### src/rtl/sram2bank_pkg.sv
package sram2bank_pkg;
  typedef enum logic [2:0] {
    S_IDLE,
    S_RD,
    S_WSET,
    S_WR,
    S_WHOLD,
    S_DONE
  } seq_state_t;
endpackage

### src/rtl/sram2bank_merge.sv
module sram2bank_merge #(
  parameter int DATA_W = 32,
  localparam int BE_W = DATA_W / 8
) (
  input  logic [DATA_W-1:0] old_word,
  input  logic [DATA_W-1:0] new_word,
  input  logic [BE_W-1:0]   be,
  output logic [DATA_W-1:0] merged
);
  for (genvar i = 0; i < BE_W; i++) begin : g_lane
    assign merged[8*i +: 8] = be[i] ? new_word[8*i +: 8] : old_word[8*i +: 8];
  end
endmodule

### src/rtl/sram2bank_seq.sv
module sram2bank_seq
  import sram2bank_pkg::*;
#(
  parameter int DATA_W  = 32,
  parameter int WADDR_W = 16,
  parameter int RD_WAIT = 1,
  parameter int WR_WAIT = 1,
  localparam int BE_W   = DATA_W / 8,
  localparam int CNT_W  = 2
) (
  input  logic                   clk,
  input  logic                   rst,
  input  logic                   req,
  input  logic                   req_wr,
  input  logic                   req_bank,
  input  logic [WADDR_W-1:0]     req_waddr,
  input  logic [BE_W-1:0]        req_be,
  input  logic [DATA_W-1:0]      req_wdata,
  input  logic [1:0][DATA_W-1:0] bank_dq,
  output logic                   cmd_oe,
  output logic                   cmd_we,
  output logic                   cmd_drv,
  output logic                   cmd_bank,
  output logic [WADDR_W-1:0]     waddr_q,
  output logic [DATA_W-1:0]      wword_q,
  output logic [DATA_W-1:0]      rdata_q,
  output logic                   done
);
  localparam logic [CNT_W-1:0] RD_LAST = CNT_W'(RD_WAIT);
  localparam logic [CNT_W-1:0] WR_LAST = CNT_W'(WR_WAIT);

  seq_state_t        state_q, state_d;
  logic [CNT_W-1:0]  cnt_q, cnt_d;
  logic              bank_q, op_wr_q;
  logic [BE_W-1:0]   be_q;
  logic [DATA_W-1:0] old_word, merged;
  logic              take, rd_last;

  assign take    = (state_q == S_IDLE) && req;
  assign rd_last = (state_q == S_RD) && (cnt_q == RD_LAST);
  assign old_word = bank_dq[bank_q];

  sram2bank_merge #(.DATA_W(DATA_W)) u_merge (
    .old_word(old_word), .new_word(wword_q), .be(be_q), .merged(merged)
  );

  always_comb begin
    state_d = state_q;
    cnt_d   = cnt_q;
    case (state_q)
      S_IDLE: if (req) begin
        cnt_d   = '0;
        state_d = (req_wr && (&req_be)) ? S_WSET : S_RD;
      end
      S_RD: if (cnt_q == RD_LAST) begin
        cnt_d   = '0;
        state_d = op_wr_q ? S_WSET : S_DONE;
      end else begin
        cnt_d = cnt_q + CNT_W'(1);
      end
      S_WSET: begin
        cnt_d   = '0;
        state_d = S_WR;
      end
      S_WR: if (cnt_q == WR_LAST) state_d = S_WHOLD;
            else cnt_d = cnt_q + CNT_W'(1);
      S_WHOLD: state_d = S_DONE;
      S_DONE:  state_d = S_IDLE;
      default: state_d = S_IDLE;
    endcase
  end

  // Commands describe the next cycle so the pin flops follow the state exactly.
  assign cmd_oe   = (state_d == S_RD);
  assign cmd_we   = (state_d == S_WR);
  assign cmd_drv  = (state_d == S_WR) || (state_d == S_WHOLD);
  assign cmd_bank = take ? req_bank : bank_q;
  assign done     = (state_q == S_DONE);

  always_ff @(posedge clk) begin
    if (rst) begin
      state_q <= S_IDLE;
      cnt_q   <= '0;
      bank_q  <= 1'b0;
      op_wr_q <= 1'b0;
      be_q    <= '0;
      waddr_q <= '0;
      wword_q <= '0;
      rdata_q <= '0;
    end else begin
      state_q <= state_d;
      cnt_q   <= cnt_d;
      if (take) begin
        bank_q  <= req_bank;
        op_wr_q <= req_wr;
        be_q    <= req_be;
        waddr_q <= req_waddr;
        wword_q <= req_wdata;
      end
      if (rd_last) begin
        rdata_q <= old_word;
        if (op_wr_q) wword_q <= merged;
      end
    end
  end

  // a partial write reaches the write setup only through the read phase
  assert_rmw_reads_first_R5: assert property (@(posedge clk) disable iff (rst)
    (state_q == S_WSET && !(&be_q)) |-> ($past(state_q) == S_RD));
endmodule

### src/rtl/sram2bank_bank_port.sv
module sram2bank_bank_port #(
  parameter int BANK_IDX = 0
) (
  input  logic clk,
  input  logic rst,
  input  logic cmd_oe,
  input  logic cmd_we,
  input  logic cmd_drv,
  input  logic cmd_bank,
  output logic oe_n_q,
  output logic we_n_q,
  output logic drv_q
);
  logic mine;
  assign mine = (cmd_bank == 1'(BANK_IDX));

  always_ff @(posedge clk) begin
    if (rst) begin
      oe_n_q <= 1'b1;
      we_n_q <= 1'b1;
      drv_q  <= 1'b0;
    end else begin
      oe_n_q <= ~(cmd_oe & mine);
      we_n_q <= ~(cmd_we & mine);
      drv_q  <= cmd_drv & mine;
    end
  end

  assert_no_oe_we_overlap_R3: assert property (@(posedge clk) disable iff (rst)
    !(!oe_n_q && !we_n_q));

  assert_drive_window_R8: assert property (@(posedge clk) disable iff (rst)
    drv_q |-> (!we_n_q || !$past(we_n_q)));

  assert_no_drive_on_read_R8: assert property (@(posedge clk) disable iff (rst)
    drv_q |-> oe_n_q);

  assert_reset_quiet_R10: assert property (@(posedge clk)
    rst |=> (oe_n_q && we_n_q && !drv_q));
endmodule

### src/rtl/sram2bank_ctrl.sv
module sram2bank_ctrl
  import sram2bank_pkg::*;
#(
  parameter int DATA_W  = 32,
  parameter int WADDR_W = 16,
  parameter int RD_WAIT = 1,
  parameter int WR_WAIT = 1,
  localparam int BE_W    = DATA_W / 8,
  localparam int BADDR_W = WADDR_W + 3
) (
  input  logic               clk,
  input  logic               rst,
  input  logic               bus_cs,
  input  logic               bus_rd,
  input  logic               bus_wr,
  input  logic [BADDR_W-1:0] bus_addr,
  input  logic [BE_W-1:0]    bus_be,
  input  logic [DATA_W-1:0]  bus_wdata,
  output logic [DATA_W-1:0]  bus_rdata,
  output logic               bus_wait,
  output logic [WADDR_W-1:0] sram0_addr,
  output logic [DATA_W-1:0]  sram0_dq_o,
  output logic               sram0_dq_oe,
  input  logic [DATA_W-1:0]  sram0_dq_i,
  output logic               sram0_oe_n,
  output logic               sram0_we_n,
  output logic [WADDR_W-1:0] sram1_addr,
  output logic [DATA_W-1:0]  sram1_dq_o,
  output logic               sram1_dq_oe,
  input  logic [DATA_W-1:0]  sram1_dq_i,
  output logic               sram1_oe_n,
  output logic               sram1_we_n
);
  logic                   req, seq_done;
  logic                   cmd_oe, cmd_we, cmd_drv, cmd_bank;
  logic [WADDR_W-1:0]     waddr_q;
  logic [DATA_W-1:0]      wword_q;
  logic [1:0][DATA_W-1:0] bank_dq;
  logic [1:0]             oe_n_a, we_n_a, drv_a;
  logic                   unused_lowbits;

  assign req            = bus_cs & (bus_rd | bus_wr);
  assign bus_wait       = req & ~seq_done;
  assign unused_lowbits = ^bus_addr[1:0];
  assign bank_dq[0]     = sram0_dq_i;
  assign bank_dq[1]     = sram1_dq_i;

  sram2bank_seq #(
    .DATA_W(DATA_W), .WADDR_W(WADDR_W), .RD_WAIT(RD_WAIT), .WR_WAIT(WR_WAIT)
  ) u_seq (
    .clk(clk), .rst(rst), .req(req), .req_wr(bus_wr),
    .req_bank(bus_addr[WADDR_W+2]), .req_waddr(bus_addr[WADDR_W+1:2]),
    .req_be(bus_be), .req_wdata(bus_wdata), .bank_dq(bank_dq),
    .cmd_oe(cmd_oe), .cmd_we(cmd_we), .cmd_drv(cmd_drv), .cmd_bank(cmd_bank),
    .waddr_q(waddr_q), .wword_q(wword_q), .rdata_q(bus_rdata), .done(seq_done)
  );

  for (genvar b = 0; b < 2; b++) begin : g_bank
    sram2bank_bank_port #(.BANK_IDX(b)) u_port (
      .clk(clk), .rst(rst), .cmd_oe(cmd_oe), .cmd_we(cmd_we),
      .cmd_drv(cmd_drv), .cmd_bank(cmd_bank),
      .oe_n_q(oe_n_a[b]), .we_n_q(we_n_a[b]), .drv_q(drv_a[b])
    );
  end

  assign sram0_addr  = waddr_q;
  assign sram1_addr  = waddr_q;
  assign sram0_dq_o  = wword_q;
  assign sram1_dq_o  = wword_q;
  assign sram0_dq_oe = drv_a[0];
  assign sram1_dq_oe = drv_a[1];
  assign sram0_oe_n  = oe_n_a[0];
  assign sram1_oe_n  = oe_n_a[1];
  assign sram0_we_n  = we_n_a[0];
  assign sram1_we_n  = we_n_a[1];

  assert_one_bank_R3: assert property (@(posedge clk) disable iff (rst)
    !((!sram0_oe_n || !sram0_we_n) && (!sram1_oe_n || !sram1_we_n)));

  assert_addr_setup_R9: assert property (@(posedge clk) disable iff (rst)
    ($fell(sram0_we_n) || $fell(sram1_we_n)) |-> $stable(waddr_q));

  assert_addr_hold_R9: assert property (@(posedge clk) disable iff (rst)
    ($rose(sram0_we_n) || $rose(sram1_we_n)) |-> $stable(waddr_q));

  assert_wdata_hold_R8: assert property (@(posedge clk) disable iff (rst)
    ($rose(sram0_we_n) || $rose(sram1_we_n)) |-> $stable(wword_q));
endmodule

### config.mk
export PLATFORM = sky130hd
export DESIGN_NAME = sram2bank_ctrl
export DESIGN_NICKNAME = d
export VERILOG_FILES = /design/src/rtl/sram2bank_pkg.sv /design/src/rtl/sram2bank_merge.sv /design/src/rtl/sram2bank_seq.sv /design/src/rtl/sram2bank_bank_port.sv /design/src/rtl/sram2bank_ctrl.sv
export SDC_FILE = /design/constraint.sdc
export NUM_CORES = 1
export LEC_CHECK = 0
export ABC_AREA = 1
export CAP_MARGIN = 40
export CORE_UTILIZATION = 41
export DETAILED_ROUTE_END_ITERATION = 12
export GPL_ROUTABILITY_DRIVEN = 1
export PLACE_DENSITY = 0.82
export SLEW_MARGIN = 15
export SYNTH_ARGS = -nofsm -noshare
export SYNTH_HDL_FRONTEND = slang
export SYNTH_SLANG_ARGS = --single-unit
### constraint.sdc
create_clock -name clk -period 1.65 [get_ports clk]
set_input_delay 0.2475 -clock clk [delete_from_list [all_inputs] [get_ports clk]]
set_output_delay 0.2475 -clock clk [all_outputs]
set_load 0.005 [all_outputs]
==> After elaboration in Yosys (flattened, before gate mapping) <==
Index checks and enable logic that the tools add are counted.
{ "word_totals": {"register_bits": 97, "out_inout_bits": 135, "elab_cells": 77} }
{ "op_classes": {"bitwise_logic": 15, "n_mux": 20, "n_reduce_logical": 8, "n_eq_ne": 15, "add_sub_neg": 1, "order_cmp": 1} }
{ "ops": {"columns": ["operator", "n"], "rows": [
  ["two-way mux 32 bit", 5],
  ["two-way mux 8 bit", 4],
  ["case mux 3 bit (5 select lines)", 1],
  ["two-way mux 3 bit", 4],
  ["inequality test 3 bit (second input constant)", 4],
  ["== test 3 x 2 -> 1 bit (second input constant)", 3],
  ["== test 3 bit (second input constant)", 3],
  ["AND 1 bit", 8],
  ["two-way mux 2 bit", 4],
  ["case mux 2 bit (4 select lines)", 1],
  ["== test 3 x 1 -> 1 bit (second input constant)", 2],
  ["inverter 1 bit", 6],
  ["inequality test 2 bit (second input constant)", 2],
  ["AND reduction 4 bit", 1],
  ["nonzero test 4 bit", 1],
  ["logical AND 1 bit", 3],
  ["zero test 3 bit", 1],
  ["AND reduction 3 bit", 1],
  ["adder 2 x 1 -> 2 bit (second input constant)", 1],
  ["== test 2 x 1 -> 1 bit (second input constant)", 1],
  ["less-than comparator 1 x 2 -> 1 bit (second input constant)", 1],
  ["logical OR 1 bit", 1],
  ["two-way mux 1 bit", 1],
  ["bitwise OR 1 bit", 1]
]} }

==> Depth between registers and ports, before layout <==
Gate-level depths: netlist (run 1).
{ "logic_depth": {"word_depth": 8, "ltp_mapped": 11} }

==> Hierarchy <==
A second synthesis (run 1) with hierarchy kept.
{ "unflattened": {"hier_cells": 860, "hier_area_um2": 5411.4} }
{ "modules_own_cells": {"columns": ["mod", "instances", "seq_area_each_um2", "area_per_inst_um2", "cells_each"], "rows": [
  ["sram2bank_seq", 1, 1821.7, 4438.0, 687],
  ["sram2bank_merge", 1, 0.0, 420.4, 104],
  ["sram2bank_ctrl", 1, 0.0, 384.1, 52],
  ["sram2bank_bank_port (g_bank[0].u_port)", 1, 60.1, 87.6, 9],
  ["sram2bank_bank_port (g_bank[1].u_port)", 1, 60.1, 81.3, 8]
]} }

==> Worst setup path before layout (run 1) <==
Ideal clock, no wire load.
{ "synth_path": {"path_kind": "reg-to-reg", "startpoint": "register u_seq.cnt_q[1]", "endpoint": "register u_seq.wword_q[15]", "stages_incl_launch_ff": 9, "t_required_ns": 1.580, "setup_slack_ns": 0.237, "period_less_slack_ns": 1.413, "setup_time_ns": 0.070, "arrival_ns": 1.342, "cell_sequence": "dfxtp_1 -> inv_1 -> ha_1 -> nand2_1 -> inv_1 -> nand3_2 -> buf_1 -> nand3_1 -> a21oi_1"} }
{ "synth_between": {"elab_chain_cells": 3, "word_cells_on_any_way": 4, "classes_between": "eq/ne: 2; mux: 1; reduce/logical: 1"} }
{ "synth_rtl": {"columns": ["element", "line", "source"], "rows": [
  ["from (decl)", "sram2bank_seq.sv:33", "logic [CNT_W-1:0] cnt_q, cnt_d;"],
  ["from (signal assigned)", "sram2bank_seq.sv:92", "cnt_q <= cnt_d;"],
  ["== test 2 x 1 -> 1 bit *", "sram2bank_seq.sv:40", "assign rd_last = (state_q == S_RD) && (cnt_q == RD_LAST);"],
  ["logical AND 1 bit *", "sram2bank_seq.sv:40", null],
  ["inequality test 3 bit (no source line) or two-way mux 32 bit (tied branches)", null, null],
  ["to (signal assigned)", "sram2bank_seq.sv:98", "wword_q <= req_wdata;"],
  ["to (signal assigned)", "sram2bank_seq.sv:102", "if (op_wr_q) wword_q <= merged;"],
  ["to (decl)", "sram2bank_seq.sv:25", "output logic [DATA_W-1:0] wword_q,"]
]} }
Every way passes the cells marked *; elsewhere a longest branch is shown, timed or not.
A chain may end at the register's enable or synchronous reset.

==> Final worst setup path (run 1) <==
{ "layout_path": {"startpoint": "register u_seq.state_q[0]", "endpoint": "output port bus_wait"} }
{ "layout_between": {"elab_chain_cells": 3} }
{ "layout_rtl": {"columns": ["element", "line", "source"], "rows": [
  ["from (decl)", "sram2bank_seq.sv:32", "seq_state_t state_q, state_d;"],
  ["from (signal assigned)", "sram2bank_seq.sv:91", "state_q <= state_d;"],
  ["== test 3 bit", "sram2bank_seq.sv:78", "assign done = (state_q == S_DONE);"],
  ["inverter 1 bit", "sram2bank_ctrl.sv:43", "assign bus_wait = req & ~seq_done;"],
  ["AND 1 bit", "sram2bank_ctrl.sv:43", null],
  ["to (decl)", "sram2bank_ctrl.sv:20", "output logic bus_wait,"]
]} }
Every way passes these cells.

==> impl_results.rst, run 1 <==
.. list-table::
   :header-rows: 1

   * - Metric
     - Value
   * - Synthesized cell area
     - 5140 sq um
   * - CTS root buf
     - sky130_fd_sc_hd__clkbuf_16
   * - Core ar.
     - 12100 sq um
   * - Clock Tree Buf Depth
     - 2
   * - Vias in the first global route
     - 5096
   * - Most used flip-flop cell after synthesis
     - sky130_fd_sc_hd__dfxtp_1
   * - EDFF count, synth
     - 0
   * - Maximum number of pins on one net before global-route repair
     - 53
   * - Number of detailed-routing iterations run before antenna repair
     - 4
   * - First-pass GRT wire length
     - 25700 um
   * - Fin. max-slew vios
     - 0
   * - Area leader, netlist
     - sky130_fd_sc_hd__dfxtp_1
   * - Critical path start-end classification
     - reg -> out
   * - Detail Route Antenna Nets
     - 0
   * - Top cell types by occurrence after synthesis
     - sky130_fd_sc_hd__nand2_1, sky130_fd_sc_hd__nor2_1, sky130_fd_sc_hd__dfxtp_1, sky130_fd_sc_hd__inv_1, sky130_fd_sc_hd__o21ai_0
   * - Number of antenna repair diodes
     - 0
   * - Worst-case headroom to the max-slew limit
     - a little over three fifths
   * - Static Leak
     - between 0.003 and 0.004 uW
   * - Share of layout cells above drive strength 1
     - 7.17%
   * - Average wire per standard cell
     - 14.9 um
   * - Final Routed Wirelength
     - 17100 um
   * - Number of rows in the core area
     - 40
   * - Worst flop-to-flop path startpoint
     - u_seq.cnt_q[1]
   * - Total count of hold-check failures in the final report
     - 0
   * - Tightest Pin Transition
     - ~0.56 ns
   * - Clock tree from TritonCTS
     - yes
   * - Final Worst Setup Slack
     - 0.0850 ns
   * - Relative area change from synthesis to final layout
     - 56.0%
   * - Number of max-capacitance violations reported
     - 0
   * - Post-synthesis async set-or-reset flop share
     - 0%
   * - Number of register bits inferred by synthesis
     - just under 100
   * - Sequential area share after synthesis
     - 37.8%
   * - Port bufs
     - approximately 260
   * - Instance count on the critical path
     - 4
   * - Initial antenna violation count
     - 0
   * - Overflow left after global routing
     - 0
   * - Via density per instance
     - roughly 4.8
   * - Num CTS Buffers
     - 9
   * - Mean post-synth cell area
     - 6.79 sq um
   * - Number of ports placed on the die boundary
     - ~260
   * - Placed instance area
     - between 7000 and 8000 sq um
   * - CP Cell Sequence
     - inv_2, nor2_4, a21oi_1, dlygate4sd2_1
   * - Worst voltage drop across the vdd grid
     - 0.579 mV
   * - Overall via count from detail_route
     - 5524
   * - Synthesized netlist cell count
     - 758
   * - Number of nets in the final layout
     - 1097
   * - Power per unit of standard cell area
     - 924 nW/um^2
   * - Summed area of non-filler cells in the final layout
     - 8030 sq um
   * - Yosys top cell area share
     - 37.8%
   * - Critical path endpoint
     - bus_wait
   * - Worst stage delay on the critical path
     - 0.40 ns
   * - Floorplan die width
     - 114 um
   * - Gr usage total
     - approximately a quarter
   * - Critical-path top delay cell
     - sky130_fd_sc_hd__dfxtp_2
   * - Number of levels in the clock H-tree
     - 3
   * - Insertion delay to the later sink of the worst-skew pair
     - approximately 0.35 ns
   * - CP endpoint kind
     - output pin
   * - Reg-to-reg critical path endpoint
     - g_bank[0].u_port.oe_n_q
   * - Util after Layout
     - roughly 66%
   * - Type of element launching the critical path
     - flip-flop
   * - Synthesized netlist net count
     - 884
   * - Dominant cell by count in the synthesized netlist
     - sky130_fd_sc_hd__nand2_1
   * - CP required
     - 1.40 ns
   * - Number of sinks handled by clock tree synthesis
     - 97
   * - Drt drc
     - 0
   * - Detailed router's first-iteration violation count
     - roughly 310
   * - Fmax
     - roughly 0.64 GHz
   * - Pre-CTS setup slack
     - -0.191 ns
   * - Initial cell density of the core
     - around 42%
   * - Routability-driven placement congestion ratio
     - roughly 0.9
   * - Yosys warning total
     - 0
   * - Setup slack of the most critical reg-to-reg path
     - 0.09 ns
   * - Outcome
     - completed
   * - Shortest clock period the worst path allows after layout
     - 1.56 ns
   * - Class of the tightest hold or removal check
     - in -> reg
   * - Filler cell count in the final layout
     - 1066
   * - Largest cells by area after synthesis
     - sky130_fd_sc_hd__dfxtp_1, sky130_fd_sc_hd__nand2_1, sky130_fd_sc_hd__nor2_1, sky130_fd_sc_hd__o21ai_0, sky130_fd_sc_hd__buf_4
   * - Critical path launch point
     - u_seq.state_q[0]
   * - Setup violation total in the final timing report
     - 0
   * - Distinct cell type count after synthesis
     - 30
   * - Die area
     - 13000 sq um
   * - Cell type group with the largest total delay on the critical path
     - flip-flops
   * - Final worst clock skew
     - 0.0129 ns
   * - Buf/Inv on CP
     - 2
   * - Clock-pin slew of the registers on the worst-case setup and hold paths
     - 0.07 ns
   * - Final HPWL DP
     - 12500 um
   * - Reg2reg path depth
     - 9
   * - WP data arrival
     - 1.32 ns
   * - Biggest fanout along the worst timing path
     - 5
   * - Overall die height
     - 114 um
   * - Crit share post-route
     - 94.8%
-- area by class of cell --
cell class	instances	area, sq um	share of cell area, %
Inverter	99	374	4.66
Tap cell	168	210	2.62
Sequential cell	97	1950	24.3
Timing Repair Buffer	290	2930	36.6
Clock inverter	5	80.1	0.998
Multi-Input combinational cell	474	2250	28.0
Clock buffer	11	233	2.90
-- per-layer routing --
metal	up-vias	routed length [um]	global-route usage (%)
li1	2786	-	-
met1	2512	7400	31.5
met2	201	8220	43.2
met3	25	1090	5.37
met4	0	360	9.70
met5	-	0	0
-- worst min path at each step --
stage,cells past startpoint,endpoint,startpoint
2_1_floorplan,2,u_seq.waddr_q[0],bus_addr[2]
3_3_place_gp,2,u_seq.rdata_q[24],u_seq.rdata_q[24]
3_5_place_dp,2,u_seq.rdata_q[25],u_seq.rdata_q[25]
4_1_cts,3,u_seq.cnt_q[0],rst
5_1_grt,3,u_seq.wword_q[10],rst
6_report,3,u_seq.cnt_q[0],rst
-- per-stage QoR --
stage / setup TNS (ns) / total power (uW) / hold WS [ns] / instances
after floorplan: 0 / 4000 / 0.382 / 758
after global placement: -2.41 / 5110 / 0.466 / 1124
after detailed placement: -5.71 / 5160 / 0.477 / 1124
after CTS: 0 / 7410 / 0.390 / 1140
after global routing: -0.0593 / 7800 / 0.417 / 1144
final: 0 / 7420 / 0.397 / 1144
-- placed cells by master, fill, tap and decap left out, types with 7 or more instances in the layout --
cell                              count
sky130_fd_sc_hd__buf_12               7
sky130_fd_sc_hd__a211oi_1            17
sky130_fd_sc_hd__a21oi_1             39
sky130_fd_sc_hd__clkbuf_16           11
sky130_fd_sc_hd__nand2_1            155
sky130_fd_sc_hd__dfxtp_1             93
sky130_fd_sc_hd__inv_1               95
sky130_fd_sc_hd__nor2_1             104
sky130_fd_sc_hd__o21ai_0             72
sky130_fd_sc_hd__buf_4               25
sky130_fd_sc_hd__o211ai_1            21
sky130_fd_sc_hd__nand3_1             35
sky130_fd_sc_hd__clkdlybuf4s50_1    254
-- worst reg2reg max path, cell delays in order, from the launching register on --
cell	delay, ns
sky130_fd_sc_hd__dfxtp_2	0.35
sky130_fd_sc_hd__inv_1	0.05
sky130_fd_sc_hd__ha_1	0.20
sky130_fd_sc_hd__buf_4	0.15
sky130_fd_sc_hd__nand2_1	0.08
sky130_fd_sc_hd__o21ai_0	0.10
sky130_fd_sc_hd__inv_1	0.08
sky130_fd_sc_hd__o21ai_0	0.11
sky130_fd_sc_hd__a21oi_1	0.20
sky130_fd_sc_hd__nand3_1	0.11
-- cells by family after synthesis --
group | count (synthesis) | synth area share [%]
compound gates | 161 | 18.0
fa+ha+maj | 2 | 0.486
buf+inv | 187 | 19.0
flops | 97 | 37.8
simple gates | 311 | 24.7
-- timing repair --
item	CTS	global route
setup endpoints to repair	1	33
setup buffers	0	2
hold buffers	0	0
cloned	0	2
pin swaps	0	2
gates resized for setup	4	6
-- report_power, final --
group	internal (uW)	leakage, uW	switching (uW)	total (uW)
Combinational	1290	0.00251	1050	2340
Sequential	2600	0.000797	225	2820
Clock	1330	0.000146	919	2250
Total	5220	0.00345	2200	7420
-- registers in the layout, indices dropped and copies added, names as in the netlist --
| register | flops |
|---|---|
| u_seq.rdata_q | 32 |
| u_seq.wword_q | 32 |
| u_seq.waddr_q | 16 |
| u_seq.be_q | 4 |
| u_seq.state_q | 3 |
| g_bank.u_port.drv_q | 2 |
| g_bank.u_port.oe_n_q | 2 |
| g_bank.u_port.we_n_q | 2 |
| u_seq.cnt_q | 2 |
| u_seq.bank_q | 1 |
| u_seq.op_wr_q | 1 |
(Power assumes the default switching activity.)
==> run 2, diff against run 1 <==
Settings changed: CAP_MARGIN 40 to 20, CORE_ASPECT_RATIO set to 0.75.
==> impl_results.rst, run 2 (synthesis gave the netlist of run 1 again) <==
.. list-table::
   :header-rows: 1

   * - Metric
     - Value
   * - Share of layout cells above drive strength 1
     - 6.49% (-0.68 points)
   * - Commonest cells after routing, fill and taps aside
     - sky130_fd_sc_hd__clkdlybuf4s50_1, sky130_fd_sc_hd__nand2_1, sky130_fd_sc_hd__nor2_1
   * - Maximum number of pins on one net before global-route repair
     - 49 (-7.5%)
   * - Fin Setup TNS
     - 0 ns (unchanged)
   * - Pre-CTS setup slack
     - -0.162 ns (+0.0297 ns)
   * - Crit share post-route
     - 94.0% (-0.87 points)
   * - Comb pwr share
     - 30.7% (-0.9 points)
   * - CP required
     - 1.40 ns (about the same)
   * - Number of sinks handled by clock tree synthesis
     - 97 (unchanged)
   * - Floorplan die width
     - 131 um (+15%)
   * - Final worst clock skew
     - 0.00673 ns (-0.00622 ns)
   * - CP endpoint kind
     - output pin
   * - Worst stage delay on the critical path
     - 0.39 ns (about the same)
   * - Number of rows in the core area
     - 35 (-13%)
   * - Number of detailed-routing iterations run before antenna repair
     - 5 (+1)
   * - Number of antenna repair diodes
     - 0 (unchanged)
   * - Post-placement cell count
     - 1120 (-0.36%)
   * - Shortest clock period the worst path allows after layout
     - 1.55 ns (-0.0144 ns)
   * - Final Routed Wirelength
     - 16200 um (-5.0%)
   * - Setup violation total in the final timing report
     - 0 (unchanged)
   * - Unrepaired setup endpoints after global routing
     - true
   * - Detail Route Antenna Nets
     - 0 (unchanged)
   * - Buf/Inv on CP
     - 2 (unchanged)
   * - Clock tree from TritonCTS
     - yes
   * - Worst-case headroom to the max-slew limit
     - 70.0% (+7.1 points)
   * - Internal power of the cells
     - 5360 uW (+2.7%)
   * - Number of nets in the final layout
     - 1091 (-0.55%)
   * - Detailed router's first-iteration violation count
     - 263 (-16%)
   * - Drt drc
     - 0 (unchanged)
   * - Number of levels in the clock H-tree
     - 3 (unchanged)
   * - Clock-pin slew of the registers on the worst-case setup and hold paths
     - 0.06 ns (about the same)
   * - Switching power share of the total
     - 28.5% (-1.1 points)
   * - Final Power
     - 7490 uW (+1.0%)
   * - Filler cell count in the final layout
     - 1106 (+3.8%)
   * - Die area
     - 13000 sq um (about the same)
   * - Clock Tree Buf Depth
     - 2 (unchanged)
   * - Post-CTS Repair Setup Buffers
     - 0 (unchanged)
   * - Proportion of power drawn by the clock network
     - 31.6% (+1.3 points)
   * - Registers with the most flip-flops
     - u_seq.rdata_q: 32 flops, u_seq.wword_q: 32 flops, u_seq.waddr_q: 16 flops
   * - Final HPWL DP
     - 12000 um (-3.3%)
   * - Number of max-capacitance violations reported
     - 0 (unchanged)
   * - Critical path launch point
     - u_seq.state_q[0]
   * - Overflow left after global routing
     - 0 (unchanged)
   * - First-pass GRT wire length
     - 25600 um (-0.45%)
   * - Total count of hold-check failures in the final report
     - 0 (unchanged)
   * - Tightest Pin Transition
     - 0.446 ns (-0.111 ns)
   * - Vias in the first global route
     - 5028 (-1.3%)
   * - CTS root buf
     - sky130_fd_sc_hd__clkbuf_16
   * - Net switching power of the design
     - 2130 uW (-2.9%)
   * - Insertion delay to the later sink of the worst-skew pair
     - 0.34 ns (about the same)
   * - Count of placed standard cells in the final layout, fillers left out
     - 1136 (-0.70%)
   * - Initial antenna violation count
     - 0 (unchanged)
   * - Num CTS Buffers
     - 9 (unchanged)
   * - WP data arrival
     - 1.30 ns (-0.02 ns)
   * - Most common cell after layout, fill and taps aside
     - sky130_fd_sc_hd__clkdlybuf4s50_1
   * - Power per unit of standard cell area
     - 938 nW/um^2 (+1.5%)
   * - Gr usage total
     - 24.6% (-0.80 points)
   * - Overall die height
     - 99 um (-13%)
   * - Biggest fanout along the worst timing path
     - 5 (unchanged)
   * - Outcome
     - completed
   * - Class of the tightest hold or removal check
     - in -> reg
   * - Cell type group with the largest total delay on the critical path
     - flip-flops
   * - Worst flop-to-flop path startpoint
     - u_seq.bank_q
   * - Fin. max-slew vios
     - 0 (unchanged)
   * - Fmax
     - 0.645 GHz (+0.93%)
   * - Port bufs
     - 256 (unchanged)
   * - Initial cell density of the core
     - 41.9% (-0.52 points)
   * - Critical path start-end classification
     - reg -> out
   * - Final Worst Setup Slack
     - 0.0994 ns (+0.0144 ns)
   * - Type of element launching the critical path
     - flip-flop
   * - Relative area change from synthesis to final layout
     - 55.2%
   * - Summed area of non-filler cells in the final layout
     - 7990 sq um (-0.50%)
   * - Placed instance area
     - 7620 sq um (+0.26%)
   * - Overall via count from detail_route
     - 5473 (-0.92%)
   * - Critical-path top delay cell
     - sky130_fd_sc_hd__dfxtp_4
   * - Static Leak
     - 0.00344 uW (-0.38%)
   * - Sequential fraction of design power
     - 37.7% (-0.4 points)
   * - Hold path startpoint
     - rst
   * - Worst voltage drop across the vdd grid
     - 0.540 mV (-6.7%)
   * - CP Cell Sequence
     - inv_2, nor2_4, a21oi_1, dlygate4sd2_1
   * - Routability-driven placement congestion ratio
     - 0.856 (-6.1%)
   * - Via density per instance
     - 4.82 (-0.23%)
   * - Number of ports placed on the die boundary
     - 259 (unchanged)
   * - Core ar.
     - 12300 sq um (+1.2%)
   * - Average wire per standard cell
     - 14.3 um (-4.4%)
   * - Number of hold-repair buffers added at the cts stage
     - 0 (unchanged)
## run 2: cell count changes in the layout (fill, tap and decap cells not counted), sizes merged
cell,before,now
bufinv,2,3
clkdlybuf4s50,254,253
clkinv,2,3
clkinvlp,2,0
buf,33,29
clkbuf,13,11
dlygate4sd2,1,2
## run 2: worst paths after layout
kind                                          end  slack, ns  depth (start not counted)
worst max-delay path                     bus_wait        0.1                          4
worst min-delay path            u_seq.rdata_q[27]       0.31                          3
worst max register to register  u_seq.wword_q[22]       0.11                          7
worst min register to register  u_seq.rdata_q[26]       0.49                          2
## run 2: tightest hold or removal path, stage by stage
cell and delay, ns:
sky130_fd_sc_hd__buf_2 0.12, sky130_fd_sc_hd__inv_1 0.11, sky130_fd_sc_hd__o211a_1 0.14
## run 2: metrics by stage
step | hold slack, ns | util (%)
finish | 0.314 | 65.1
global route | 0.336 | 65.1
CTS | 0.301 | 64.9
detailed placement | 0.476 | 62.2
global placement | 0.463 | 62.2
floorplan | 0.382 | -
## run 2: layout make-up
class	count	area [sq um]	share of cell area [%]
inverter	99	374	4.69
clock buffer	11	233	2.91
timing repair buffer	284	2870	36.0
multi-input combinational	474	2240	28.1
clock inverter	5	104	1.30
tap	166	208	2.60
sequential	97	1950	24.4
## run 2: power groups by stage
stage / Clock, uW / Sequential [uW] / Combinational [uW]
floorplan: 0 / 2840 / 1160
global placement: 0 / 2860 / 2240
detailed placement: 0 / 2870 / 2280
CTS: 2420 / 2820 / 2300
global route: 2520 / 2850 / 2530
finish: 2370 / 2820 / 2300
## run 2: timing repair
action	in CTS	in global routing
gates resized for setup	6	7
setup endpoints to repair	1	17
cloned	0	0
## run 2: routing by layer
metal | share of wire, % | GRT usage (%)
met1 | 44 | 32.6
met2 | 48 | 41.3
met3 | 7.1 | 5.09
met4 | 1.1 | 5.81
met5 | 0 | 0
